==> src/rtl/lockrst_pkg.sv <==
// Package: lockrst_pkg
// Shared constants and helpers for the lock-gated reset sequencer.
// Assumes the hold window is at least 4 cycles long.
package lockrst_pkg;

    // Default number of Q cycles the line is held after lock or request end.
    localparam int unsigned DEFAULT_HOLD = 1024;

    // Counter width able to hold the terminal value itself.
    function automatic int unsigned hold_width(input int unsigned hold);
        return $clog2(hold + 1);
    endfunction

    // Reset value of the synchronizer stages: treat the request as active.
    localparam logic REQ_ACTIVE_LVL = 1'b0;

endpackage

==> src/rtl/lockrst_req_sync.sv <==
// Module: lockrst_req_sync
// Brings the asynchronous active-low request into the Q-clock domain
// through a chain of STAGES flops. Reset loads the "request active" level,
// so the sequencer never sees an idle request before the chain is filled.
// Assumes STAGES >= 2.
module lockrst_req_sync
    import lockrst_pkg::*;
#(
    parameter int unsigned STAGES = 2
) (
    input  logic clk,
    input  logic rst_n,
    input  logic async_req_n,
    output logic req_idle
);

    logic [STAGES-1:0] chain_q;

    // Shift the raw request through the synchronizer chain.
    always_ff @(posedge clk) begin
        if (!rst_n) begin
            chain_q <= {STAGES{REQ_ACTIVE_LVL}};
        end else begin
            chain_q <= {chain_q[STAGES-2:0], async_req_n};
        end
    end

    assign req_idle = chain_q[STAGES-1];

endmodule

==> src/rtl/lockrst_hold_counter.sv <==
// Module: lockrst_hold_counter
// Saturating up-counter that measures the hold window. It counts while
// `run` is high, clears at once on any cycle where `run` is low, and
// stops at HOLD. `done` flags the terminal value.
module lockrst_hold_counter
    import lockrst_pkg::*;
#(
    parameter int unsigned HOLD  = DEFAULT_HOLD,
    localparam int unsigned CNT_W = hold_width(HOLD)
) (
    input  logic             clk,
    input  logic             rst_n,
    input  logic             run,
    output logic [CNT_W-1:0] count,
    output logic             done
);

    localparam logic [CNT_W-1:0] TERM = CNT_W'(HOLD);

    logic [CNT_W-1:0] cnt_q;

    // Advance, clear or hold the window count.
    always_ff @(posedge clk) begin
        if (!rst_n) begin
            cnt_q <= '0;
        end else if (!run) begin
            cnt_q <= '0;
        end else if (cnt_q != TERM) begin
            cnt_q <= cnt_q + CNT_W'(1);
        end
    end

    assign count = cnt_q;
    assign done  = (cnt_q == TERM);

    AST_CNT_CLEAR: assert property (@(posedge clk) disable iff (!rst_n)
        !run |=> (cnt_q == '0));
    AST_CNT_STEP: assert property (@(posedge clk) disable iff (!rst_n)
        (run && cnt_q != TERM) |=> (cnt_q == $past(cnt_q) + CNT_W'(1)));
    AST_SAT_HOLD: assert property (@(posedge clk) disable iff (!rst_n)
        (run && done) |=> done);
    AST_NO_OVERFLOW: assert property (@(posedge clk) disable iff (!rst_n)
        cnt_q <= TERM);

endmodule

==> src/rtl/lockrst_release_ctrl.sv <==
// Module: lockrst_release_ctrl
// Decides the open-drain enable. The lock flag bypasses every register,
// so a loss of lock pulls the line low in the same cycle. Release needs
// both lock and a completed hold window.
module lockrst_release_ctrl (
    input  logic lock_ok,
    input  logic window_done,
    output logic pull_low
);

    // Keep the line low unless locked and the window has completed.
    always_comb begin
        pull_low = 1'b1;
        if (lock_ok && window_done) begin
            pull_low = 1'b0;
        end
    end

endmodule

==> src/rtl/lockrst_seq.sv <==
// Module: lockrst_seq (top)
// Lock-gated processor reset sequencer. It drives an open-drain reset and
// lock line through `pull_low`. The line stays low until lock has been
// present, with no request, for HOLD_CYCLES Q cycles. Assumes `lock_ok`
// is already synchronous to clk_q and `req_n` may be asynchronous.
module lockrst_seq
    import lockrst_pkg::*;
#(
    parameter int unsigned HOLD_CYCLES = DEFAULT_HOLD,
    parameter int unsigned SYNC_STAGES = 2,
    localparam int unsigned CNT_W      = hold_width(HOLD_CYCLES)
) (
    input  logic clk_q,
    input  logic rst_n,
    input  logic req_n,
    input  logic lock_ok,
    output logic pull_low
);

    logic             req_idle;
    logic             run;
    logic             window_done;
    logic [CNT_W-1:0] window_cnt;

    lockrst_req_sync #(.STAGES(SYNC_STAGES)) u_sync (
        .clk         (clk_q),
        .rst_n       (rst_n),
        .async_req_n (req_n),
        .req_idle    (req_idle)
    );

    // The window runs only while locked and with no request pending.
    assign run = lock_ok & req_idle;

    lockrst_hold_counter #(.HOLD(HOLD_CYCLES)) u_cnt (
        .clk   (clk_q),
        .rst_n (rst_n),
        .run   (run),
        .count (window_cnt),
        .done  (window_done)
    );

    lockrst_release_ctrl u_rel (
        .lock_ok     (lock_ok),
        .window_done (window_done),
        .pull_low    (pull_low)
    );

    AST_POR_LOW: assert property (@(posedge clk_q)
        $rose(rst_n) |-> pull_low);
    AST_RELEASE_NEEDS_LOCK: assert property (@(posedge clk_q) disable iff (!rst_n)
        !pull_low |-> lock_ok);
    AST_REQ_FORCES_LOW: assert property (@(posedge clk_q) disable iff (!rst_n)
        ($past(req_n, 3) == 1'b0) |-> pull_low);
    AST_RELEASE_AT_TERM: assert property (@(posedge clk_q) disable iff (!rst_n)
        $fell(pull_low) |-> (window_cnt == CNT_W'(HOLD_CYCLES)));

endmodule

==> config.mk <==
export PLATFORM = sky130hd
export DESIGN_NAME = lockrst_seq
export DESIGN_NICKNAME = d
export VERILOG_FILES = /design/src/rtl/lockrst_pkg.sv /design/src/rtl/lockrst_req_sync.sv /design/src/rtl/lockrst_hold_counter.sv /design/src/rtl/lockrst_release_ctrl.sv /design/src/rtl/lockrst_seq.sv
export SDC_FILE = /design/constraint.sdc
export NUM_CORES = 1
export LEC_CHECK = 0
export ABC_AREA = 1
export BUFFER_PORTS_ARGS = -buffer_cell sky130_fd_sc_hd__buf_4
export CAP_MARGIN = 20
export CORE_MARGIN = 4
export CORE_UTILIZATION = 45
export DETAILED_ROUTE_END_ITERATION = 7
export GPL_TIMING_DRIVEN = 0
export PLACE_DENSITY = 0.66
export SYNTH_ARGS = -nofsm -noshare
export SYNTH_HDL_FRONTEND = slang
export SYNTH_SLANG_ARGS = --single-unit
==> constraint.sdc <==
create_clock -name clk_q -period 1.5 [get_ports clk_q]
set_input_delay 0.15 -clock clk_q [delete_from_list [all_inputs] [get_ports clk_q]]
set_output_delay 0.15 -clock clk_q [all_outputs]
set_load 0.01 [all_outputs]
==> run_results.csv, run 1 <==
group,metric,value,unit
synthesis,ys_ff_latch,13,
timing,setup_viol,0,
global_routing,antenna_found_initial,0,
synthesis,synthDistinctLibCells,17,
final_layout,fin_util,60.61,%
worst_setup_path,criticalPathCategory,"flop to output pin",
synthesis,synth_compound_area_share,7.170,%
placed_design,dp_hpwl,928.6,um
worst_setup_path,worstPathArrival,1.27,ns
clock_network,path_clk_slew,0.08,ns
clock_network,cts_buffers,3,
detailed_routing,drtAntennaViolNets,0,
detailed_routing,first_iter_violations,8,
worst_setup_path,worstPathRequired,1.35,ns
floorplanning,die_width,46.39,um
worst_setup_path,critPathLaunch,"u_cnt.count[1]",
synthesis,synth_area_leaders,"dfxtp_1 39%, nand2_1 13%, nor2_1 11%",
placed_design,dp.cells,116,
floorplanning,die_h,46.39,um
global_routing,grt_pass1_wl,2208,um
clock_network,postCtsHoldBufs,0,
synthesis,yosysTopAreaCell,"dfxtp_1",
synthesis,synthXorXnorAreaFrac,2.642,%
job,maxCapViolations,0,
placed_design,portBuffers,4,
timing,fin_crit_sh,94.87,%
final_layout,drive_gt1_share,24.77,%
pwr,cellLeakagePower,0.0003393,uW
floorplanning,dieArea,2152,sq um
floorplanning,coreArea,1350,sq um
worst_setup_path,crit_path_start_kind,"flop",
timing,fin_hold_ws,0.05145,ns
timing,slew_headroom,79.64,%
detailed_routing,drt-total-wl,1333,um
placed_design,gp_congestion,0.8030,
synthesis,seq_area_frac_synth,39.25,%
detailed_routing,avgViaCountPerCell,5.089,
global_routing,grt_start_max_net_pins,8,
synthesis,avgSynthCellArea,6.836,sq um
status,status,"finished clean",
timing,tightest_slew,0.3045,ns
clock_network,cts_max_level,1,
synthesis,synthMuxAreaShare,0,%
detailed_routing,drcViolationCount,0,
clock_network,cts_tree,"done",
timing,skew,0.002573,ns
final_layout,antenna_cells,0,
worst_setup_path,reg2reg_from,"u_cnt.count[1]",
final_layout,final_common_cell,"nand2_1",
detailed_routing,wl_per_cell,10.75,um
final_layout,instances_no_fill,124,
worst_setup_path,reg2reg_to,"u_cnt.count[10]",
clock_network,cts.path.max_buffers,2,
worst_setup_path,r2r_slack,0.22,ns
hold_path,hold_class,"primary input to flop",
clock_network,clkSinkCount,13,
worst_setup_path,crit_path_end,"pull_low",
synthesis,synth_area,663.1,sq um
global_routing,grt_pass1_vias,546,
global_routing,grt.overflow.total,0,
synthesis,synth_cells,97,
synthesis,synth_top_area_share,39.25,%
synthesis,synth_top_family_by_area,"simple AND/OR/NAND/NOR gates",
detailed_routing,vias,631,
clock_network,cts.root.buffer_cell,"clkbuf_4",
timing,fmax,0.7027,GHz
synthesis,ys_warn_count,0,
floorplanning,start_util,49.12,%
worst_setup_path,reg2reg_depth,7,
global_routing,grtUsageTotal,14.77,%
timing,min_period,1.423,ns
final_layout,layout_common_cells,"23 x nand2_1, 16 x nor2_1, 11 x dfxtp_1",
synthesis,syn_nets,103,
timing,timing.final.max_slew_violations,0,
worst_setup_path,cp_max_fo,3,
final_layout,area_delta_synth_final,23.40,%
synthesis,synth_adder_area_share,3.774,%
detailed_routing,firstDrtPassIters,4,
timing,fin_tns_setup,0,ns
floorplanning,io_pins,5,
clock_network,insertion_delay,0.28,ns
final_layout,num-nets-final,116,
pwr,ir_worst_vdd,415.2,uV
final_layout,fill_cells,141,
floorplanning,rows,13,
timing,hold_viol_final,0,
synthesis,synthSimpleGateAreaFrac,39.25,%
pwr,p_per_area,712.5,nW/um^2
worst_setup_path,end_kind,"output pin",
## cells in the mapped netlist
library cell / n
a21oi_1: 6
buf_6: 1
dfxtp_1: 13
ha_1: 2
inv_1: 11
nand2_1: 23
nand2_2: 1
nand3_1: 9
nand3_2: 2
nor2_1: 20
nor2_4: 1
nor3_1: 2
o21ai_0: 2
o21bai_1: 1
or2_1: 1
xnor2_1: 1
xor2_1: 1
## per-stage QoR
| stage | instance area [sq um] | power, uW | worst slack, ns |
|---|---|---|---|
| 2_1_floorplan | 663.1 | 362.5 | 0.3917 |
| 3_3_place_gp | 711.9 | 370.8 | 0.1914 |
| 3_5_place_dp | 711.9 | 371.1 | 0.1841 |
| 4_1_cts | 764.5 | 589.9 | 0.004758 |
| 5_1_grt | 818.3 | 613.3 | -0.05420 |
| 6_report | 818.3 | 583.1 | 0.07698 |
## kinds of logic after synthesis
group,Yosys count
AOI/OAI and AO/OA,9
buffers and inverters,12
xor gates and xnor gates,2
and+or+nand+nor,59
DFF,13
adders and majority gates,2
## final cells by class
class                           instances  area [sq um]  share of cell area, %
Buffer                                  1         11.26                  1.376
Inverter                               11         41.29                  5.046
Clock buffer                            4         26.28                  3.211
Multi-Input combinational cell         72         395.4                  48.32
Tap cell                               15         18.77                  2.294
Timing Repair Buffer                    8         60.06                  7.339
Sequential cell                        13         265.3                  32.42
## sequential cells by signal, summed over array words and instances, names as in the netlist
name            cells
u_sync.chain_q      2
u_cnt.count        11
## where the power goes
| part | internal, uW | total (uW) | switching (uW) |
|---|---|---|---|
| combinational | 9.14 | 16.7 | 7.55 |
| sequential | 346 | 347 | 0.873 |
| clock | 103 | 220 | 116 |
## critical path, stage by stage (launching register included)
cell	delay, ns
dfxtp_4	0.35
inv_2	0.07
ha_4	0.15
nand3_4	0.09
nor2_2	0.14
nand2_1	0.06
buf_4	0.14
## how the worst min path moves through the flow
stage | end | start | cells past startpoint | slack (ns)
5_1_grt | u_sync.chain_q[0] | req_n | 3 | 0.06
3_3_place_gp | u_sync.chain_q[0] | req_n | 3 | 0.33
3_5_place_dp | u_sync.chain_q[0] | req_n | 3 | 0.34
4_1_cts | u_sync.chain_q[0] | req_n | 3 | 0.05
2_1_floorplan | u_sync.chain_q[0] | rst_n | 2 | 0.24
6_report | u_sync.chain_q[0] | req_n | 3 | 0.05
## timing repair
action | CTS | global route
gates resized for setup | 4 | 11
gates cloned | 0 | 0
pin swaps | 2 | 1
endpoints found under the setup margin | 1 | 1
setup buffers | 2 | 2
## per-layer routing
layer  global-route usage (%)  share of wire [%]  vias up
met3                    5.859                3.4        4
met5                        0                  0        -
li1                         -                  -      331
met4                    6.818                1.5        0
met1                    18.22                 48      285
met2                    22.25                 47       11
Note: power is estimated with default switching activity, not from simulation.
==> run 2: changes to the inputs <==
ABC_AREA = not set   (was 1)
GPL_ROUTABILITY_DRIVEN = 0   (was not set)
==> run_results.csv, run 2 <==
group,metric,value,unit
synthesis,synthArstFlopShare,0,%
final_layout,largest_reg_flops,11,
pwr,cellLeakagePower,0.0002660,uW
timing,timing.final.max_slew_violations,0,
synthesis,seq_area_frac_synth,42.54,%
detailed_routing,drtAntennaViolNets,0,
placed_design,placed_area,660.6,sq um
clock_network,path_clk_slew,0.08,ns
clock_network,clkSinkCount,13,
final_layout,final_area,774.5,sq um
synthesis,ys_warn_count,0,
job,maxCapViolations,0,
status,status,"finished, violations left",
timing,setup_viol,2,
detailed_routing,drcViolationCount,0,
detailed_routing,wl_per_cell,13.58,um
clock_network,cts_buffers,3,
synthesis,synth_common_cells,"13 x dfxtp_1, 6 x a21oi_1, 6 x nand2_1, 6 x nand3_1",
timing,min_period,1.553,ns
worst_setup_path,r2r_slack,-0.01,ns
final_layout,num-nets-final,85,
worst_setup_path,worstPathArrival,1.40,ns
clock_network,cts.root.buffer_cell,"clkbuf_4",
hold_path,hold_class,"primary input to flop",
detailed_routing,first_iter_violations,17,
floorplanning,die_width,44.88,um
synthesis,synth_area,611.8,sq um
worst_setup_path,end_kind,"output pin",
global_routing,antenna_found_initial,0,
floorplanning,coreArea,1285,sq um
global_routing,grt.overflow.total,0,
global_routing,grt_pass1_wl,2145,um
final_layout,antenna_cells,0,
placed_design,dp_hpwl,840.6,um
clock_network,postCtsHoldBufs,0,
synthesis,avgSynthCellArea,8.998,sq um
clock_network,cts_max_level,1,
timing,fmax,0.6439,GHz
final_layout,area_delta_synth_final,26.58,%
global_routing,grtUsageTotal,15.13,%
pwr,power,585.4,uW
status,violations,"setup timing",
worst_setup_path,cp_max_fo,2,
global_routing,grt_start_max_net_pins,9,
timing,fin_tns_setup,-0.06430,ns
worst_setup_path,crit_path_start_kind,"flop",
final_layout,final_common_cell,"dfxtp_1",
timing,skew,0.001529,ns
floorplanning,die_h,44.88,um
synthesis,ys_ff_latch,13,
pwr,p_per_area,755.9,nW/um^2
synthesis,synth_ff_type,"dfxtp_1",
clock_network,cts.path.max_buffers,2,
timing,rsz0062_at_grt,"yes",
global_routing,grt_pass1_vias,500,
timing,tightest_slew,0.3367,ns
synthesis,yosysTopAreaCell,"dfxtp_1",
floorplanning,io_pins,5,
timing,layout_setup_ws,-0.05304,ns
clock_network,insertion_delay,0.28,ns
detailed_routing,vias,533,
synthesis,synthDistinctLibCells,24,
synthesis,syn_nets,74,
final_layout,layout_common_cells,"9 x dfxtp_1, 6 x nand3_1, 6 x a21oi_1, 6 x buf_4",
floorplanning,start_util,47.61,%
floorplanning,rows,13,
timing,slew_headroom,77.49,%
worst_setup_path,criticalPathCategory,"flop to output pin",
detailed_routing,avgViaCountPerCell,5.731,
synthesis,synth-edff-count,0,
floorplanning,dieArea,2014,sq um
placed_design,portBuffers,4,
detailed_routing,drt-total-wl,1263,um
synthesis,synth_area_leaders,"dfxtp_1 43%, a21oi_1 4.9%, nand3_1 4.9%",
pwr,ir_worst_vdd,425.1,uV
synthesis,synth_top_area_share,42.54,%
worst_setup_path,worstPathRequired,1.35,ns
timing,hold_viol_final,0,
final_layout,drive_gt1_share,33.33,%
clock_network,cts_tree,"done",
timing,fin_crit_sh,103.5,%
detailed_routing,firstDrtPassIters,4,
synthesis,synth_cells,68,
synthesis,yosysMostFrequentCell,"dfxtp_1",
run 2: cell count changes after synthesis, moves of 3 or more:
cell	previous run	this run
nand3_1	9	6
inv_1	11	2
nor2_1	20	5
o21ai_0	2	5
nand2_1	23	6
run 2: final cells by class:
class	count	area, sq um
Inverter	2	7.507
Sequential cell	13	265.3
Multi-Input combinational cell	52	400.4
Tap cell	15	18.77
Timing Repair Buffer	7	56.30
Fill cell	114	510.5
Clock buffer	4	26.28
run 2: through the flow:
step / cells / utilization, % / worst slack, ns / hold slack (ns)
floorplan: 68 / - / 0.03299 / 0.2717
global placement: 87 / 51.41 / -0.1012 / 0.3620
detailed placement: 87 / 51.41 / -0.09250 / 0.3646
CTS: 93 / 59.40 / -0.03890 / 0.07167
global route: 93 / 60.27 / -0.1255 / 0.07816
finish: 93 / 60.27 / -0.05304 / 0.07293
run 2: path summary, 6_finish.rpt:
| check | cells past startpoint | startpoint | endpoint |
|---|---|---|---|
| setup reg to reg | 6 | u_cnt.count[1] | u_cnt.count[0] |
| hold / removal | 2 | req_n | u_sync.chain_q[0] |
| hold reg to reg | 1 | u_sync.chain_q[0] | u_sync.chain_q[1] |
| setup / recovery | 6 | u_cnt.count[1] | pull_low |
run 2: logic make-up (layout without fill, tap and decap cells):
kind of cell             Yosys count  in the layout  share of synthesized area (%)
AND/OR/NAND/NOR                   32             32                          32.11
buffers and inverters              3             13                          2.045
adder cells (fa/ha/maj)            2              2                          4.089
multiplexers                       2              2                          3.476
XOR/XNOR                           2              2                          2.864
flip-flops                        13             13                          42.54
AO/OA/AOI/OAI                     14             14                          12.88
run 2: critical path, cell delays in order, from the launching register on:
cell,delay (ns)
dfxtp_2,0.33
inv_2,0.06
ha_4,0.12
nor4b_4,0.21
and3_4,0.24
nand2_2,0.05
buf_6,0.11
run 2: power breakdown:
group          internal, uW  switching (uW)  total [uW]
sequential              348           0.991         349
combinational          9.36            6.42        15.8
clock                   103             118         221
total                   460             125         585
run 2: what timing repair did:
item,CTS,global route
pin swaps,3,1
resized for setup,15,2
buffers inserted,3,0
hold endpoints to repair,0,0
setup endpoints to repair,2,6
run 2: metal layers:
layer  GRT usage, %  up-vias  part of all wire, %
met2          22.92       17                   46
met5              0        -                    0
met3          4.781        4                  4.7
li1               -      270                    -
met1          18.05      242                   48
met4          10.53        0                  1.8
==> run 3: changes to the inputs <==
CAP_MARGIN = 10   (was 20)
CORE_MARGIN = 3   (was 4)
==> run_results.csv, run 3 (synthesized netlist as in run 2, its figures left out) <==
group,metric,value,unit
timing,timing.final.max_slew_violations,0,
clock_network,cts.path.max_buffers,2,
final_layout,layout_common_cells,"9 x dfxtp_1, 8 x buf_4, 6 x a21oi_1",
hold_path,min_from,"req_n",
global_routing,grt_pass1_wl,2111,um
pwr,p_per_area,738.7,nW/um^2
timing,skew,0.003963,ns
job,maxCapViolations,0,
final_layout,final_common_cell,"dfxtp_1",
timing,fin_crit_sh,103.9,%
detailed_routing,drt-total-wl,1295,um
detailed_routing,first_iter_violations,5,
global_routing,grtUsageTotal,15.18,%
global_routing,grt.overflow.total,0,
global_routing,grt_start_max_net_pins,9,
hold_path,min_path_cells,2,
pwr,cellLeakagePower,0.0002755,uW
timing,slew_headroom,76.62,%
final_layout,num-nets-final,87,
status,violations,"setup timing",
worst_setup_path,slowest_delay,0.33,ns
timing,fmax,0.6416,GHz
hold_path,whs_endpoint,"u_sync.chain_q[0]",
worst_setup_path,r2r_slack,0,ns
clock_network,cts_max_level,1,
status,status,"finished, violations left",
worst_setup_path,reg2reg_from,"u_cnt.count[0]",
clock_network,clkSinkCount,13,
final_layout,instances_no_fill,94,
worst_setup_path,criticalPathCategory,"flop to output pin",
final_layout,drive_gt1_share,36.25,%
global_routing,grt_pass1_vias,494,
final_layout,area_delta_synth_final,30.27,%
placed_design,dp.cells,86,
clock_network,cts_tree,"done",
detailed_routing,wl_per_cell,13.78,um
floorplanning,rows,12,
detailed_routing,firstDrtPassIters,4,
placed_design,portBuffers,4,
floorplanning,die_width,42.88,um
global_routing,antenna_found_initial,0,
hold_path,hold_class,"primary input to flop",
placed_design,dp_hpwl,831.5,um
detailed_routing,avgViaCountPerCell,5.777,
worst_setup_path,slowest_stage,"dfxtp_2",
floorplanning,coreArea,1186,sq um
pwr,ir_worst_vdd,442.5,uV
clock_network,path_clk_slew,0.08,ns
worst_setup_path,cp_top_family,"simple AND/OR/NAND/NOR gates",
timing,setup_viol,1,
clock_network,postCtsHoldBufs,0,
timing,min_period,1.559,ns
final_layout,largest_reg_flops,11,
timing,fin_hold_ws,0.08204,ns
worst_setup_path,crit_buf_inv,2,
final_layout,fill_cells,91,
final_layout,antenna_cells,0,
detailed_routing,drcViolationCount,0,
floorplanning,die_h,42.88,um
worst_setup_path,reg2reg_to,"u_cnt.count[0]",
floorplanning,start_util,51.58,%
timing,layout_setup_ws,-0.05853,ns
clock_network,cts.root.buffer_cell,"clkbuf_4",
worst_setup_path,cp_max_fo,2,
timing,hold_viol_final,0,
worst_setup_path,worstPathArrival,1.41,ns
clock_network,insertion_delay,0.28,ns
clock_network,cts_buffers,3,
floorplanning,io_pins,5,
detailed_routing,drtAntennaViolNets,0,
worst_setup_path,worstPathRequired,1.35,ns
worst_setup_path,reg2reg_depth,6,
worst_setup_path,crit_path_start_kind,"flop",
worst_setup_path,cp_cell_sequence,"inv_2, ha_4, nor4b_4, and3_4, nand2_2, buf_6",
worst_setup_path,end_kind,"output pin",
detailed_routing,vias,543,
timing,rsz0062_at_grt,"yes",
floorplanning,dieArea,1838,sq um
timing,tightest_slew,0.3498,ns
run 3: layer usage:
layer	vias to the layer above	share of wire, %	GRT usage (%)
met5	-	0	0
met4	0	2.0	7.453
met3	5	2.2	3.814
met2	8	47	24.85
met1	253	49	18.11
li1	277	-	-
run 3: how the worst max path moves through the flow:
| stage | startpoint | end | slack (ns) | depth (start not counted) |
|---|---|---|---|---|
| 2_1_floorplan | u_cnt.count[0] | u_cnt.count[0] | 0.03 | 5 |
| 3_3_place_gp | u_cnt.count[0] | u_cnt.count[0] | -0.07 | 5 |
| 3_5_place_dp | u_cnt.count[0] | u_cnt.count[0] | -0.11 | 5 |
| 4_1_cts | u_cnt.count[0] | pull_low | -0.03 | 6 |
| 5_1_grt | u_cnt.count[1] | pull_low | -0.12 | 6 |
| 6_report | u_cnt.count[0] | pull_low | -0.06 | 6 |
run 3: power breakdown:
part           switching (uW)  total, uW  internal (uW)
logic                    7.26       17.9           10.6
clock network             119        222            103
registers               0.942        349            348
run 3: timing repair:
item / CTS / global route
pin swaps: 3 / 1
resized for setup: 15 / 4
buffers inserted: 4 / 1
setup endpoints to repair: 2 / 5
run 3: cell type report:
type | count | area [sq um] | share of cell area (%)
Timing Repair Buffer | 9 | 71.32 | 8.948
Tap cell | 14 | 17.52 | 2.198
Clock buffer | 4 | 26.28 | 3.297
Multi-Input combinational cell | 52 | 409.1 | 51.33
Inverter | 2 | 7.507 | 0.9419
Sequential cell | 13 | 265.3 | 33.28
run 3: stage by stage:
step	setup TNS (ns)	setup WS (ns)	area, sq um	utilization, %	total power, uW
after detailed placement	-0.1195	-0.1094	659.4	55.59	370.6
final	-0.05853	-0.05853	797.0	67.19	588.8
after global routing	-0.1697	-0.1183	797.0	67.19	609.6
after global placement	-0.07055	-0.07055	659.4	55.59	370.1
after floorplan	0	0.03299	611.8	-	361.8
after CTS	-0.02768	-0.02768	769.5	64.87	588.7
